File: src/rtl/pwrseq_pkg.sv
package pwrseq_pkg;

    localparam int NBANK = 6;
    localparam int NRET  = 3;

    // bank bit positions in bank_pwr_en
    localparam int BK_D0 = 0;
    localparam int BK_D1 = 1;
    localparam int BK_D2 = 2;
    localparam int BK_D3 = 3;
    localparam int BK_I0 = 4;
    localparam int BK_I1 = 5;

    // ret_sel bit positions
    localparam int RS_D1 = 0;
    localparam int RS_D2 = 1;
    localparam int RS_I0 = 2;

    typedef enum logic [2:0] {
        ST_WAKE    = 3'd0,
        ST_ACT_RC  = 3'd1,
        ST_XO_WAIT = 3'd2,
        ST_ACT_XO  = 3'd3,
        ST_SLEEP   = 3'd4,
        ST_OFF     = 3'd5
    } state_e;

    typedef enum logic [2:0] {
        MD_ACT_RC = 3'd0,
        MD_ACT_XO = 3'd1,
        MD_SLEEP  = 3'd2,
        MD_DEEP   = 3'd3,
        MD_OFF    = 3'd4
    } mode_e;

    typedef struct packed {
        state_e            st;
        logic              deep;
        logic              chg;
        logic [NRET-1:0]   ret;
        logic              rebuild;
    } fsm_regs_t;

endpackage

File: src/rtl/pwrseq_lfdiv.sv
module pwrseq_lfdiv #(
    parameter int DIV = 12
) (
    input  logic clk,
    input  logic rst_n,
    input  logic lf_sel,
    input  logic tick_32k,
    input  logic tick_lfrc,
    output logic tick_o
);
    localparam int              CW   = (DIV > 1) ? $clog2(DIV) : 1;
    localparam logic [CW-1:0]   LAST = CW'(DIV - 1);

    logic [CW-1:0] div_d, div_q;
    logic          wrap;

    always_comb begin
        wrap  = tick_lfrc && (div_q == LAST);
        div_d = div_q;
        if (tick_lfrc) begin
            div_d = wrap ? '0 : div_q + 1'b1;
        end
        tick_o = lf_sel ? wrap : tick_32k;
    end

    always_ff @(posedge clk or negedge rst_n) begin
        if (!rst_n) div_q <= '0;
        else        div_q <= div_d;
    end
endmodule

File: src/rtl/pwrseq_sleep_tmr.sv
module pwrseq_sleep_tmr #(
    parameter int TW = 32
) (
    input  logic          clk,
    input  logic          rst_n,
    input  logic          clr,
    input  logic          run,
    input  logic          tick,
    input  logic [TW-1:0] cmp,
    output logic          match
);
    typedef struct packed {
        logic [TW-1:0] cnt;
        logic          fired;
    } tmr_regs_t;

    tmr_regs_t t_d, t_q;

    always_comb begin
        match = run && !t_q.fired && (t_q.cnt == cmp);
        t_d   = t_q;
        if (clr) begin
            t_d.cnt   = '0;
            t_d.fired = 1'b0;
        end else if (run) begin
            if (tick)  t_d.cnt   = t_q.cnt + 1'b1;
            if (match) t_d.fired = 1'b1;
        end
    end

    always_ff @(posedge clk or negedge rst_n) begin
        if (!rst_n) t_q <= '0;
        else        t_q <= t_d;
    end
endmodule

File: src/rtl/pwrseq_fsm.sv
module pwrseq_fsm
    import pwrseq_pkg::*;
#(
    parameter int NIRQ = 8
) (
    input  logic              clk,
    input  logic              rst_n,
    input  logic              chip_dis,
    input  logic              sleep_req,
    input  logic              deep_sel,
    input  logic              chg_dis,
    input  logic [NRET-1:0]   ret_sel,
    input  logic              rf_req,
    input  logic [NIRQ-1:0]   irq,
    input  logic              xo_rdy,
    input  logic              wake_hit,
    output logic              tmr_clr,
    output logic              tmr_run,
    output logic              cpu_pwr_en,
    output logic              cpu_rst_n,
    output logic [NBANK-1:0]  bank_pwr_en,
    output logic              rf_pwr_en,
    output logic              dcdc_en,
    output logic              vcc_chg_en,
    output logic              xo_en,
    output logic              clk_sel,
    output logic              clk_slow,
    output logic              rebuild_idx,
    output logic [2:0]        mode_o
);
    fsm_regs_t r_d, r_q;
    logic      go_sleep;
    logic [NBANK-1:0] keep_mask;

    // next-state logic
    always_comb begin
        r_d      = r_q;
        go_sleep = 1'b0;
        unique case (r_q.st)
            ST_WAKE: begin
                r_d.st = rf_req ? ST_XO_WAIT : ST_ACT_RC;
            end
            ST_ACT_RC: begin
                if (sleep_req)   go_sleep = 1'b1;
                else if (rf_req) r_d.st   = ST_XO_WAIT;
            end
            ST_XO_WAIT: begin
                if (sleep_req)    go_sleep = 1'b1;
                else if (!rf_req) r_d.st   = ST_ACT_RC;
                else if (xo_rdy)  r_d.st   = ST_ACT_XO;
            end
            ST_ACT_XO: begin
                if (sleep_req)    go_sleep = 1'b1;
                else if (!rf_req) r_d.st   = ST_ACT_RC;
            end
            ST_SLEEP: begin
                if ((|irq) || wake_hit) begin
                    r_d.st      = ST_WAKE;
                    r_d.rebuild = !r_q.ret[RS_I0];
                end
            end
            ST_OFF: begin
                if (!chip_dis) begin
                    r_d.st      = ST_WAKE;
                    r_d.rebuild = 1'b1;
                end
            end
            default: r_d.st = ST_WAKE;
        endcase

        if (go_sleep) begin
            r_d.st      = ST_SLEEP;
            r_d.deep    = deep_sel;
            r_d.chg     = !deep_sel && !chg_dis;
            r_d.ret     = ret_sel;
            r_d.rebuild = 1'b0;
        end

        if (chip_dis && r_q.st != ST_OFF) begin
            r_d.st      = ST_OFF;
            r_d.rebuild = 1'b0;
        end

        tmr_clr = (r_d.st == ST_SLEEP) && (r_q.st != ST_SLEEP);
        tmr_run = (r_q.st == ST_SLEEP);
    end

    // retained banks while asleep
    always_comb begin
        keep_mask          = '0;
        keep_mask[BK_D0]   = 1'b1;
        keep_mask[BK_D1]   = r_q.ret[RS_D1];
        keep_mask[BK_D2]   = r_q.ret[RS_D2];
        keep_mask[BK_I0]   = r_q.ret[RS_I0];
    end

    // output decode from registered state
    always_comb begin
        cpu_pwr_en  = 1'b0;
        cpu_rst_n   = 1'b0;
        bank_pwr_en = '0;
        rf_pwr_en   = 1'b0;
        dcdc_en     = 1'b0;
        vcc_chg_en  = 1'b0;
        xo_en       = 1'b0;
        clk_sel     = 1'b0;
        clk_slow    = 1'b0;
        mode_o      = MD_ACT_RC;
        unique case (r_q.st)
            ST_WAKE: begin
                cpu_pwr_en  = 1'b1;
                bank_pwr_en = '1;
                dcdc_en     = 1'b1;
            end
            ST_ACT_RC, ST_XO_WAIT: begin
                cpu_pwr_en  = 1'b1;
                cpu_rst_n   = 1'b1;
                bank_pwr_en = '1;
                dcdc_en     = 1'b1;
                xo_en       = (r_q.st == ST_XO_WAIT);
            end
            ST_ACT_XO: begin
                cpu_pwr_en  = 1'b1;
                cpu_rst_n   = 1'b1;
                bank_pwr_en = '1;
                dcdc_en     = 1'b1;
                xo_en       = 1'b1;
                clk_sel     = 1'b1;
                rf_pwr_en   = 1'b1;
                mode_o      = MD_ACT_XO;
            end
            ST_SLEEP: begin
                bank_pwr_en = keep_mask;
                vcc_chg_en  = r_q.chg;
                clk_slow    = 1'b1;
                mode_o      = r_q.deep ? MD_DEEP : MD_SLEEP;
            end
            ST_OFF: begin
                mode_o      = MD_OFF;
            end
            default: ;
        endcase
        rebuild_idx = r_q.rebuild;
    end

    always_ff @(posedge clk or negedge rst_n) begin
        if (!rst_n) begin
            r_q         <= '0;
            r_q.st      <= ST_WAKE;
            r_q.rebuild <= 1'b1;
        end else begin
            r_q <= r_d;
        end
    end
endmodule

File: src/rtl/pwrseq_ctrl.sv
module pwrseq_ctrl
    import pwrseq_pkg::*;
#(
    parameter int NIRQ    = 8,
    parameter int TW      = 32,
    parameter int LF_DIV  = 12
) (
    input  logic              clk,
    input  logic              rst_n,
    input  logic              chip_dis,
    input  logic              sleep_req,
    input  logic              deep_sel,
    input  logic              chg_dis,
    input  logic [2:0]        ret_sel,
    input  logic              rf_req,
    input  logic [NIRQ-1:0]   irq,
    input  logic              xo_rdy,
    input  logic              lf_sel,
    input  logic              tick_32k,
    input  logic              tick_lfrc,
    input  logic [TW-1:0]     wake_cmp,
    output logic              cpu_pwr_en,
    output logic              cpu_rst_n,
    output logic [5:0]        bank_pwr_en,
    output logic              rf_pwr_en,
    output logic              dcdc_en,
    output logic              vcc_chg_en,
    output logic              xo_en,
    output logic              clk_sel,
    output logic              clk_slow,
    output logic              rebuild_idx,
    output logic              wake_evt,
    output logic [2:0]        mode_o
);
    logic tick;
    logic tmr_clr;
    logic tmr_run;

    pwrseq_lfdiv #(.DIV(LF_DIV)) lfdiv_i (
        .clk       (clk),
        .rst_n     (rst_n),
        .lf_sel    (lf_sel),
        .tick_32k  (tick_32k),
        .tick_lfrc (tick_lfrc),
        .tick_o    (tick)
    );

    pwrseq_sleep_tmr #(.TW(TW)) tmr_i (
        .clk   (clk),
        .rst_n (rst_n),
        .clr   (tmr_clr),
        .run   (tmr_run),
        .tick  (tick),
        .cmp   (wake_cmp),
        .match (wake_evt)
    );

    pwrseq_fsm #(.NIRQ(NIRQ)) fsm_i (
        .clk         (clk),
        .rst_n       (rst_n),
        .chip_dis    (chip_dis),
        .sleep_req   (sleep_req),
        .deep_sel    (deep_sel),
        .chg_dis     (chg_dis),
        .ret_sel     (ret_sel),
        .rf_req      (rf_req),
        .irq         (irq),
        .xo_rdy      (xo_rdy),
        .wake_hit    (wake_evt),
        .tmr_clr     (tmr_clr),
        .tmr_run     (tmr_run),
        .cpu_pwr_en  (cpu_pwr_en),
        .cpu_rst_n   (cpu_rst_n),
        .bank_pwr_en (bank_pwr_en),
        .rf_pwr_en   (rf_pwr_en),
        .dcdc_en     (dcdc_en),
        .vcc_chg_en  (vcc_chg_en),
        .xo_en       (xo_en),
        .clk_sel     (clk_sel),
        .clk_slow    (clk_slow),
        .rebuild_idx (rebuild_idx),
        .mode_o      (mode_o)
    );
endmodule

File: config.mk
export PLATFORM = sky130hd
export DESIGN_NAME = pwrseq_ctrl
export DESIGN_NICKNAME = d
export VERILOG_FILES = /design/src/rtl/pwrseq_pkg.sv /design/src/rtl/pwrseq_lfdiv.sv /design/src/rtl/pwrseq_sleep_tmr.sv /design/src/rtl/pwrseq_fsm.sv /design/src/rtl/pwrseq_ctrl.sv
export SDC_FILE = /design/constraint.sdc
export NUM_CORES = 1
export LEC_CHECK = 0
export BUFFER_PORTS_ARGS = -buffer_cell sky130_fd_sc_hd__buf_4
export CAP_MARGIN = 0
export CORE_MARGIN = 2
export CORE_UTILIZATION = 48
export CTS_CLUSTER_DIAMETER = 60
export DETAILED_ROUTE_END_ITERATION = 8
export PLACE_DENSITY = 0.76
export SYNTH_ARGS = -nofsm -noshare
export SYNTH_HDL_FRONTEND = slang
export SYNTH_SLANG_ARGS = --single-unit
File: constraint.sdc
create_clock -name clk -period 2 [get_ports clk]
set_clock_uncertainty 0.1 [all_clocks]
set_input_delay 0.2 -clock clk [delete_from_list [all_inputs] [get_ports clk]]
set_output_delay 0.2 -clock clk [all_outputs]
set_load 0.05 [all_outputs]
# After elaboration in Yosys (flattened, before gate mapping)
# Cells that the tools add are included.
[classes]
mul = 0
mux = 34
n_lt_le_gt_ge = 0
n_eq_ne = 12
n_div = 0
bitwise_logic = 0
shifts = 0
addsub = 2
n_reduce_logical = 23
[ops]
columns = ["op", "count"]
rows = [
  ["two-way mux 33 bit", 2],
  ["adder 32 x 1 -> 32 bit, second input constant", 1],
  ["== test 32 bit", 1],
  ["two-way mux 32 bit", 1],
  ["two-way mux 3 bit", 10],
  ["case mux 3 bit (6 select lines)", 1],
  ["two-way mux 1 bit", 13],
  ["case mux 6 bit (2 select lines)", 1],
  ["== test 3 bit, second input constant", 3],
  ["two-way mux 9 bit", 1],
  ["case mux 3 bit (3 select lines)", 1],
  ["OR reduction 8 bit", 1],
  ["== test 3 x 2 -> 1 bit, second input constant", 2],
  ["logical AND 1 bit", 6],
  ["inequality test 3 bit, second input constant", 2],
  ["nonzero test 2 bit", 3],
  ["adder 4 x 1 -> 4 bit, second input constant", 1],
  ["== test 4 bit, second input constant", 1],
  ["logical NOT 1 bit", 4],
  ["two-way mux 4 bit", 1],
  ["inequality test 4 x 1 -> 1 bit, second input constant", 1],
  ["inequality test 4 x 2 -> 1 bit, second input constant", 1],
  ["case mux 1 bit (2 select lines)", 2],
  ["AND reduction 2 bit", 2],
  ["9 further kinds", 9],
]
[totals]
latch_bits = 0
regBits = 46
out_inout_bits = 19
word_cells = 79
memories = 0
input_bits = 54
ram_bits = 0
romBits = 0

# Logic depth before layout (Yosys ltp)
# Gate-level depths: netlist (run 1).
[logic_depth]
ltp_word = 12
ltp_mapped = 7
depth_no_buf = 5

# Modules after synthesis
# A second synthesis (run 1) with hierarchy kept.
[hier_totals]
cells_unflattened = 311
area_unflattened_um2 = 2892.8
[modules_own_cells]
columns = ["module", "cells_per_inst", "area_per_inst_um2", "instances", "seq_area_each_um2"]
rows = [
  ["pwrseq_sleep_tmr", 225, 2104.5, 1, 825.8],
  ["pwrseq_fsm", 64, 569.3, 1, 226.5],
  ["pwrseq_lfdiv", 22, 219.0, 1, 100.1],
]

# Worst setup path after synthesis (run 1)
# No wires, ideal clock.
[synth_path]
kind = "reg-to-reg"
from = "reg fsm_i.r_q[6] (netlist bit)"
to = "reg tmr_i.t_q[0] (netlist bit)"
period_less_slack_ps = 3250
n_path_buf = 1
setup_ps = 72
arrival_ps = 3078
path_stages_with_launch = 7
slack_ps = -1250
t_required_ps = 1828
path_cell_list = "dfrtp_1 > or3b_1 > clkbuf_1 > nor3_1 > nand4_1 > nor4_1 > o21a_1"
[synth_between]
elab_chain_len = 12
elab_cells_between_ends = 32
cone_classes = "eq/ne (8); mux (14); reduce/logical (10)"
[synth_rtl]
columns = ["element", "line", "text"]
rows = [
  ["start, declared", "pwrseq_fsm.sv:31", "fsm_regs_t r_d, r_q;"],
  ["start signal, assigned", "pwrseq_fsm.sv:152", "r_q <= r_d;"],
  ["== test 3 bit *", "pwrseq_fsm.sv:85", "tmr_run = (r_q.st == ST_SLEEP);"],
  ["logical AND 1 bit * (2 in series)", "pwrseq_sleep_tmr.sv:20", "match = run && !t_q.fired && (t_q.cnt == cmp);"],
  ["net wake_evt", "pwrseq_ctrl.sv:32", "output logic wake_evt,"],
  ["logical OR 1 bit", "pwrseq_fsm.sv:57", "if ((|irq) || wake_hit) begin"],
  ["two-way mux 3 bit", "pwrseq_fsm.sv:57", ""],
  ["case mux 3 bit (6 select lines)", "pwrseq_fsm.sv:39", "unique case (r_q.st)"],
  ["two-way mux 9 bit", "pwrseq_fsm.sv:71", "if (go_sleep) begin"],
  ["two-way mux 3 bit", "pwrseq_fsm.sv:79", "if (chip_dis && r_q.st != ST_OFF) begin"],
  ["== test 3 bit", "pwrseq_fsm.sv:84", "tmr_clr = (r_d.st == ST_SLEEP) && (r_q.st != ST_SLEEP);"],
  ["logical AND 1 bit", "pwrseq_fsm.sv:84", ""],
  ["nonzero test 2 bit (no source line)", "n/a", ""],
  ["AND reduction 2 bit (no source line)", "n/a", ""],
  ["end signal, assigned", "pwrseq_sleep_tmr.sv:33", "else t_q <= t_d;"],
  ["end, declared", "pwrseq_sleep_tmr.sv:17", "tmr_regs_t t_d, t_q;"],
]
# Mark *: on every way through the listed nets, which the timed path passes. The rest lies on a longest branch.
# A chain may end at the register's enable or synchronous reset.

# Worst setup path after layout (run 1)
[layout_path]
from = "reg tmr_i.t_q[3] (netlist bit)"
to = "out wake_evt"
[layout_between]
elab_chain_len = 2
[layout_rtl]
columns = ["element", "line"]
rows = [
  ["== test 32 bit", "pwrseq_sleep_tmr.sv:20"],
  ["logical AND 1 bit", "pwrseq_sleep_tmr.sv:20"],
  ["end, declared", "pwrseq_ctrl.sv:32"],
]
# No other way between the ends.

==> flow_metrics.env, run 1 <==
export IMPL_run_status="complete, but fails checks"
export IMPL_failed_checks="setup timing"
export IMPL_ys_warn_count=0
export IMPL_cp_required_ns=1.70
export IMPL_post_route_period_util_pct=120
export IMPL_worstHoldStart="chip_dis"
export IMPL_end_kind="primary output"
export IMPL_final_nets=541
export IMPL_clkSlewWorstSetupHoldPaths_ns=0.10
export IMPL_grt_pass1_vias=3256
export IMPL_reg2regPathDepth=7
export IMPL_grt_overflow=0
export IMPL_gp_congestion=0.835
export IMPL_numCtsBuffers=5
export IMPL_num_rows=28
export IMPL_synthDominantCellAreaShare_pct=38.4
export IMPL_syn_to_final_growth_pct=63.4
export IMPL_drtPass1Iterations=5
export IMPL_diodes=0
export IMPL_fmax_mhz=418
export IMPL_critPathMaxFanout=3
export IMPL_cap_violations=0
export IMPL_cts_tree="built"
export IMPL_coreArea_um2=5920
export IMPL_grt_max_degree=47
export IMPL_drtIter0Drc=382
export IMPL_clkPwrFrac_pct=28.1
export IMPL_switchingPower_mw=0.860
export IMPL_syn_area_um2=2930
export IMPL_clk_latency_ns=0.31
export IMPL_syn_num_nets=392
export IMPL_max_slew_margin_rel_pct=59.1
export IMPL_crit_start="tmr_i.t_q[3]$_DFFE_PN0P_"
export IMPL_rsz0062_at_grt="true"
export IMPL_die_x_um=82.2
export IMPL_synth_top_area_cell="dfrtp_1"
export IMPL_swShare_pct=32.7
export IMPL_cts_root_buf="clkbuf_8"
export IMPL_placed_cell_area_um2=3950
export IMPL_die_height_um=82.2
export IMPL_finalPower_mw=2.63
export IMPL_clk_path_buf_depth=2
export IMPL_min_period_ns=2.39
export IMPL_combPwrFrac_pct=30.2
export IMPL_wire_per_inst_um=20.2
export IMPL_setup_viol=31
export IMPL_slew_violations=0
export IMPL_remaining_drc_errors=0
export IMPL_routed_wl_um=11300
export IMPL_synth_cells=336
export IMPL_synthTopCellsByArea="dfrtp_1, xor2_1, nand2_1"
export IMPL_via_per_inst=6.31
export IMPL_yosys_cell_types_count=53
export IMPL_drt_antenna_violating_nets=0
export IMPL_p_int_mw=1.77
export IMPL_antenna_found_initial=0
export IMPL_cp_data_arrival_time_ns=2.09
export IMPL_ios=73
export IMPL_worst_setup_path_type="register to primary output"
export IMPL_synth_avg_cell_area_um2=8.73
export IMPL_power_density_nw_per_um2=550
export IMPL_cp_start_kind="register"
export IMPL_finalHoldViolations=0
export IMPL_synth_seq_area_share_pct=39.3
export IMPL_grt_pass1_wl_um=15300
export IMPL_synth_edff_count=0
export IMPL_irDropWorstVdd_v=0.000495
export IMPL_fin_area_um2=4790
export IMPL_async_flop_share_pct=100
export IMPL_track_usage_pct=30.0
export IMPL_holdPathStages=2
export IMPL_synth_seq_cells=46
export IMPL_die_area_um2=6750
export IMPL_start_util_pct=49.5
export IMPL_clock_sinks=46
export IMPL_yosys_most_used_dff="dfrtp_1"
export IMPL_vias=3535
export IMPL_r2r_start="tmr_i.t_q[3]$_DFFE_PN0P_"
export IMPL_cts_htree_levels=2
export IMPL_p_leak_nw=2.23
export IMPL_max_slew_worst_pin_slew_ns=0.614
export IMPL_seqPwrFrac_pct=41.7
export IMPL_drive_gt1_share_pct=46.6
export IMPL_dp_hpwl_um=6430
export IMPL_io_buffers=72
export IMPL_finalWorstSetupSlack_ns=-0.391
export IMPL_hold_class="primary input to register"
power groups by stage:
stage	Combinational (mW)	Clock [mW]	Sequential (mW)
floorplan	0.375	0	1.12
global placement	0.655	0	1.11
detailed placement	0.678	0	1.11
CTS	0.734	0.736	1.09
global route	0.852	0.774	1.11
finish	0.794	0.740	1.10
layout make-up:
cell class | count | area (um2)
timing repair buffer | 155 | 1290
sequential | 46 | 1150
clock inverter | 1 | 30.0
inverter | 17 | 67.6
tap | 75 | 93.8
multi-input combinational | 260 | 2070
clock buffer | 6 | 82.6
fill | 321 | 1130
synthesized netlist by cell type (3+ instances only):
| cell | instances |
|---|---|
| and3_1 | 4 |
| nor3_1 | 5 |
| o311ai_0 | 3 |
| o211ai_1 | 3 |
| nor2_1 | 13 |
| nor4_1 | 10 |
| a21oi_1 | 23 |
| nand3_1 | 13 |
| or4_1 | 12 |
| nand4_1 | 9 |
| clkbuf_1 | 10 |
| or3_1 | 5 |
| o31ai_1 | 14 |
| xor2_1 | 30 |
| a21o_1 | 3 |
| dfrtp_1 | 45 |
| inv_1 | 17 |
| nor2b_1 | 5 |
| nand2b_1 | 4 |
| nand2_1 | 47 |
| o21ai_0 | 12 |
| and2_1 | 3 |
| buf_4 | 3 |
| o41ai_1 | 6 |
worst paths after layout:
kind / end / slack [ns]
setup / recovery: wake_evt / -0.39
hold / removal: fsm_i.r_q[6]$_DFF_PN0_ / 0.04
setup reg to reg: fsm_i.rebuild_idx$_DFFE_PN1P_ / -0.28
hold reg to reg: fsm_i.keep_mask[1]$_DFFE_PN0P_ / 0.39
max in group asynchronous: tmr_i.t_q[23]$_DFFE_PN0P_ / 1.05
min in group asynchronous: tmr_i.t_q[10]$_DFFE_PN0P_ / 0.32
worst max-delay path: stages, from the launching register on:
cell and delay [ns]:
dfrtp_1 0.43, xor2_1 0.16, nor4_2 0.34, buf_4 0.18, nand4_1 0.20, nor4_4 0.26, buf_6 0.21
cells in the final DEF (no fill, tap or decap), types with 5 or more instances in the layout:
cell type | netlist | routed
nor2_1 | 13 | 11
a21oi_1 | 23 | 11
inv_1 | 17 | 16
dlygate4sd3_1 | 0 | 6
clkbuf_8 | 0 | 6
nand2_1 | 47 | 46
o31ai_2 | 0 | 5
or4_4 | 1 | 9
o31ai_1 | 14 | 7
nand3_1 | 13 | 10
xor2_1 | 30 | 30
buf_4 | 3 | 127
buf_6 | 1 | 18
o21ai_0 | 12 | 11
a21oi_2 | 0 | 11
nand4_1 | 9 | 9
dfrtp_1 | 45 | 45
per-layer routing:
metal / vias up / global-route usage, % / routed length (um)
li1: 1532 / - / -
met1: 1680 / 36.9 / 4260
met2: 256 / 51.1 / 5550
met3: 67 / 5.65 / 915
met4: 0 / 13.2 / 611
met5: - / 0 / 0
repair_timing:
action,4_1_cts,5_1_grt
resized for setup,30,63
buffers inserted,8,17
endpoints found under the setup margin,22,34
gates cloned,1,1
pin swaps,11,11
hold buffers,6,0
hold endpoints to repair,50,0
per-stage QoR:
step	cells	setup TNS, ns	worst slack, ns	utilization (%)	hold WS, ns
4_1_cts	544	-1.30	-0.354	73.5	0.0332
6_report	560	-4.57	-0.391	80.9	0.0428
5_1_grt	560	-6.56	-0.510	80.9	0.0540
2_1_floorplan	336	-1.75	-0.225	-	-0.196
3_5_place_dp	522	-1.10	-0.106	66.7	0.153
3_3_place_gp	522	-0.328	-0.0826	66.7	0.147
registers in the layout (all words and copies together), names as in the netlist:
register,count
lfdiv_i.div_q,4
fsm_i.keep_mask,3
tmr_i.t_q,33
fsm_i.r_q,5
fsm_i.rebuild_idx,1
kinds of logic (layout without fill, tap and decap cells):
| family | after synthesis | after routing | share of synthesized area, % |
|---|---|---|---|
| mux | 3 | 3 | 1.07 |
| compound gates | 78 | 78 | 17.7 |
| buf+inv | 32 | 179 | 4.74 |
| fa+ha+maj | 2 | 2 | 0.853 |
| flops | 46 | 46 | 39.3 |
| xor+xnor | 32 | 32 | 9.56 |
| simple gates | 143 | 145 | 26.7 |
No activity file was read; power rests on OpenSTA's default activity.
==> inputs of run 2 (changes only) <==
--- a/config.mk
+++ b/config.mk
@@ -12,4 +12,5 @@
 export CTS_CLUSTER_DIAMETER = 60
 export DETAILED_ROUTE_END_ITERATION = 8
+export HOLD_SLACK_MARGIN = 0.08
 export PLACE_DENSITY = 0.76
 export SYNTH_ARGS = -nofsm -noshare
==> constraint.sdc (replaced) <==
create_clock -name clk -period 2 [get_ports clk]
set_clock_uncertainty 0.1 [all_clocks]
set_input_delay 0.2 -clock clk [delete_from_list [all_inputs] [get_ports clk]]
set_output_delay 0.2 -clock clk [all_outputs]
set_load 0.02 [all_outputs]
==> flow_metrics.env, run 2 (same netlist as run 1, synthesis figures left out) <==
export IMPL_setup_viol=20
export IMPL_drive_gt1_share_pct=46.3
export IMPL_cp_required_ns=1.70
export IMPL_ios=73
export IMPL_rsz0062_at_grt="true"
export IMPL_via_per_inst=5.95
export IMPL_die_height_um=82.2
export IMPL_hold_class="primary input to register"
export IMPL_grt_max_degree=47
export IMPL_irDropWorstVdd_v=0.000507
export IMPL_min_period_ns=2.41
export IMPL_slew_violations=0
export IMPL_io_buffers=72
export IMPL_run_status="complete, but fails checks"
export IMPL_fmax_mhz=416
export IMPL_cp_cell_sequence="xor2_1, nor4_1, buf_4, nand4_1, buf_6, nor4_4, buf_4"
export IMPL_grt_pass1_vias=3201
export IMPL_remaining_drc_errors=0
export IMPL_clk_latency_ns=0.31
export IMPL_post_route_period_util_pct=120
export IMPL_timing_critical_path_mode_cell="buf_4"
export IMPL_top_register="tmr_i.t_q"
export IMPL_critPathMaxFanout=3
export IMPL_start_util_pct=49.5
export IMPL_dp_hpwl_um=6450
export IMPL_die_x_um=82.2
export IMPL_clk_path_buf_depth=2
export IMPL_final_cell_count_no_fill=574
export IMPL_grt_overflow=0
export IMPL_cp_start_kind="register"
export IMPL_end_kind="primary output"
export IMPL_gp_congestion=0.886
export IMPL_critPathSlowestCell="dfrtp_1"
export IMPL_track_usage_pct=28.5
export IMPL_grt_pass1_wl_um=14600
export IMPL_power_density_nw_per_um2=509
export IMPL_cp_top_family="simple AND/OR/NAND/NOR gates"
export IMPL_antenna_found_initial=0
export IMPL_regToRegSetupSlack_ns=-0.21
export IMPL_layout_commonest_cell="buf_4"
export IMPL_worst_setup_path_type="register to primary output"
export IMPL_die_area_um2=6750
export IMPL_cts_root_buf="clkbuf_8"
export IMPL_num_rows=28
export IMPL_diodes=0
export IMPL_nFillCells=373
export IMPL_failed_checks="setup timing"
export IMPL_max_slew_margin_rel_pct=58.4
export IMPL_worst_path_buf_inv=3
export IMPL_drtIter0Drc=441
export IMPL_wire_per_inst_um=18.8
export IMPL_vias=3413
export IMPL_clkSlewWorstSetupHoldPaths_ns=0.09
export IMPL_clock_sinks=46
export IMPL_largest_register_ff_count=33
export IMPL_final_nets=554
export IMPL_setup_tns_ns=-2.34
export IMPL_placedCellCount=533
export IMPL_reg_top3="tmr_i.t_q: 33 flops, fsm_i.r_q: 5 flops, lfdiv_i.div_q: 4 flops"
export IMPL_syn_to_final_growth_pct=62.8
export IMPL_numCtsBuffers=5
export IMPL_cts_htree_levels=2
export IMPL_coreArea_um2=5920
export IMPL_max_slew_worst_pin_slew_ns=0.625
export IMPL_drt_antenna_violating_nets=0
export IMPL_cts_tree="built"
export IMPL_drtPass1Iterations=5
export IMPL_cp_data_arrival_time_ns=2.11
export IMPL_place_ws_ns=-0.125
export IMPL_finalHoldViolations=0
export IMPL_hold_slack_ns=0.124
export IMPL_routed_wl_um=10800
export IMPL_finalWorstSetupSlack_ns=-0.405
export IMPL_max_stage_delay_ns=0.44
export IMPL_final_cell_mix="buf_4, nand2_1, dfrtp_1"
export IMPL_cap_violations=0
export IMPL_p_leak_nw=2.27
[run 2: layout make-up]
cell class	instances	area, um2	share of cell area [%]
Sequential cell	46	1150	24.2
Inverter	17	71.3	1.49
Multi-Input combinational cell	258	1980	41.4
Tap cell	75	93.8	1.97
Timing Repair Buffer	170	1390	29.0
Clock buffer	7	86.3	1.81
Clock inverter	1	5.00	0.105
[run 2: stage by stage]
| step | power, mW | utilization, % | area [um2] |
|---|---|---|---|
| floorplan | 1.43 | - | 3000 |
| global placement | 1.72 | 68.1 | 4030 |
| detailed placement | 1.74 | 68.1 | 4030 |
| CTS | 2.38 | 75.0 | 4440 |
| global route | 2.54 | 80.6 | 4770 |
| finish | 2.43 | 80.6 | 4770 |
[run 2: tightest hold or removal path: cells and delay by family]
kind                   cells  cell delay [ns]
AOI/OAI and AO/OA          2             0.17
and+or+nand+nor            1             0.06
buffers and inverters      1             0.08
[run 2: timing repair]
item,in CTS,in global routing
endpoints found under the setup margin,20,36
gates resized for setup,32,62
setup buffers,15,12
pin swaps,19,23
cloned,0,1
hold endpoints to repair,54,0
hold buffers,9,0
[run 2: path summary, 6_finish.rpt]
kind / from / end / cells past startpoint
setup / recovery: tmr_i.t_q[19]$_DFFE_PN0P_ / wake_evt / 7
hold / removal: xo_rdy / fsm_i.r_q[6]$_DFF_PN0_ / 4
setup reg to reg: tmr_i.t_q[19]$_DFFE_PN0P_ / fsm_i.r_q[8]$_DFF_PN0_ / 8
hold reg to reg: fsm_i.r_q[4]$_DFFE_PN0P_ / fsm_i.r_q[4]$_DFFE_PN0P_ / 2
max in group asynchronous: rst_n / tmr_i.t_q[16]$_DFFE_PN0P_ / 2
min in group asynchronous: rst_n / tmr_i.t_q[10]$_DFFE_PN0P_ / 2
[run 2: power breakdown]
part / switching (mW) / total (mW) / internal [mW]
registers: 0.0727 / 1.09 / 1.02
logic: 0.353 / 0.721 / 0.368
clock network: 0.337 / 0.617 / 0.280
[run 2: per-layer routing]
metal  part of all wire (%)  GRT usage [%]  up-vias
met1                     39           34.5     1640
met2                     50           50.7      178
met3                    6.9           5.33       43
met4                    3.9           9.83        0
met5                      0              0        -
li1                       -              -     1552
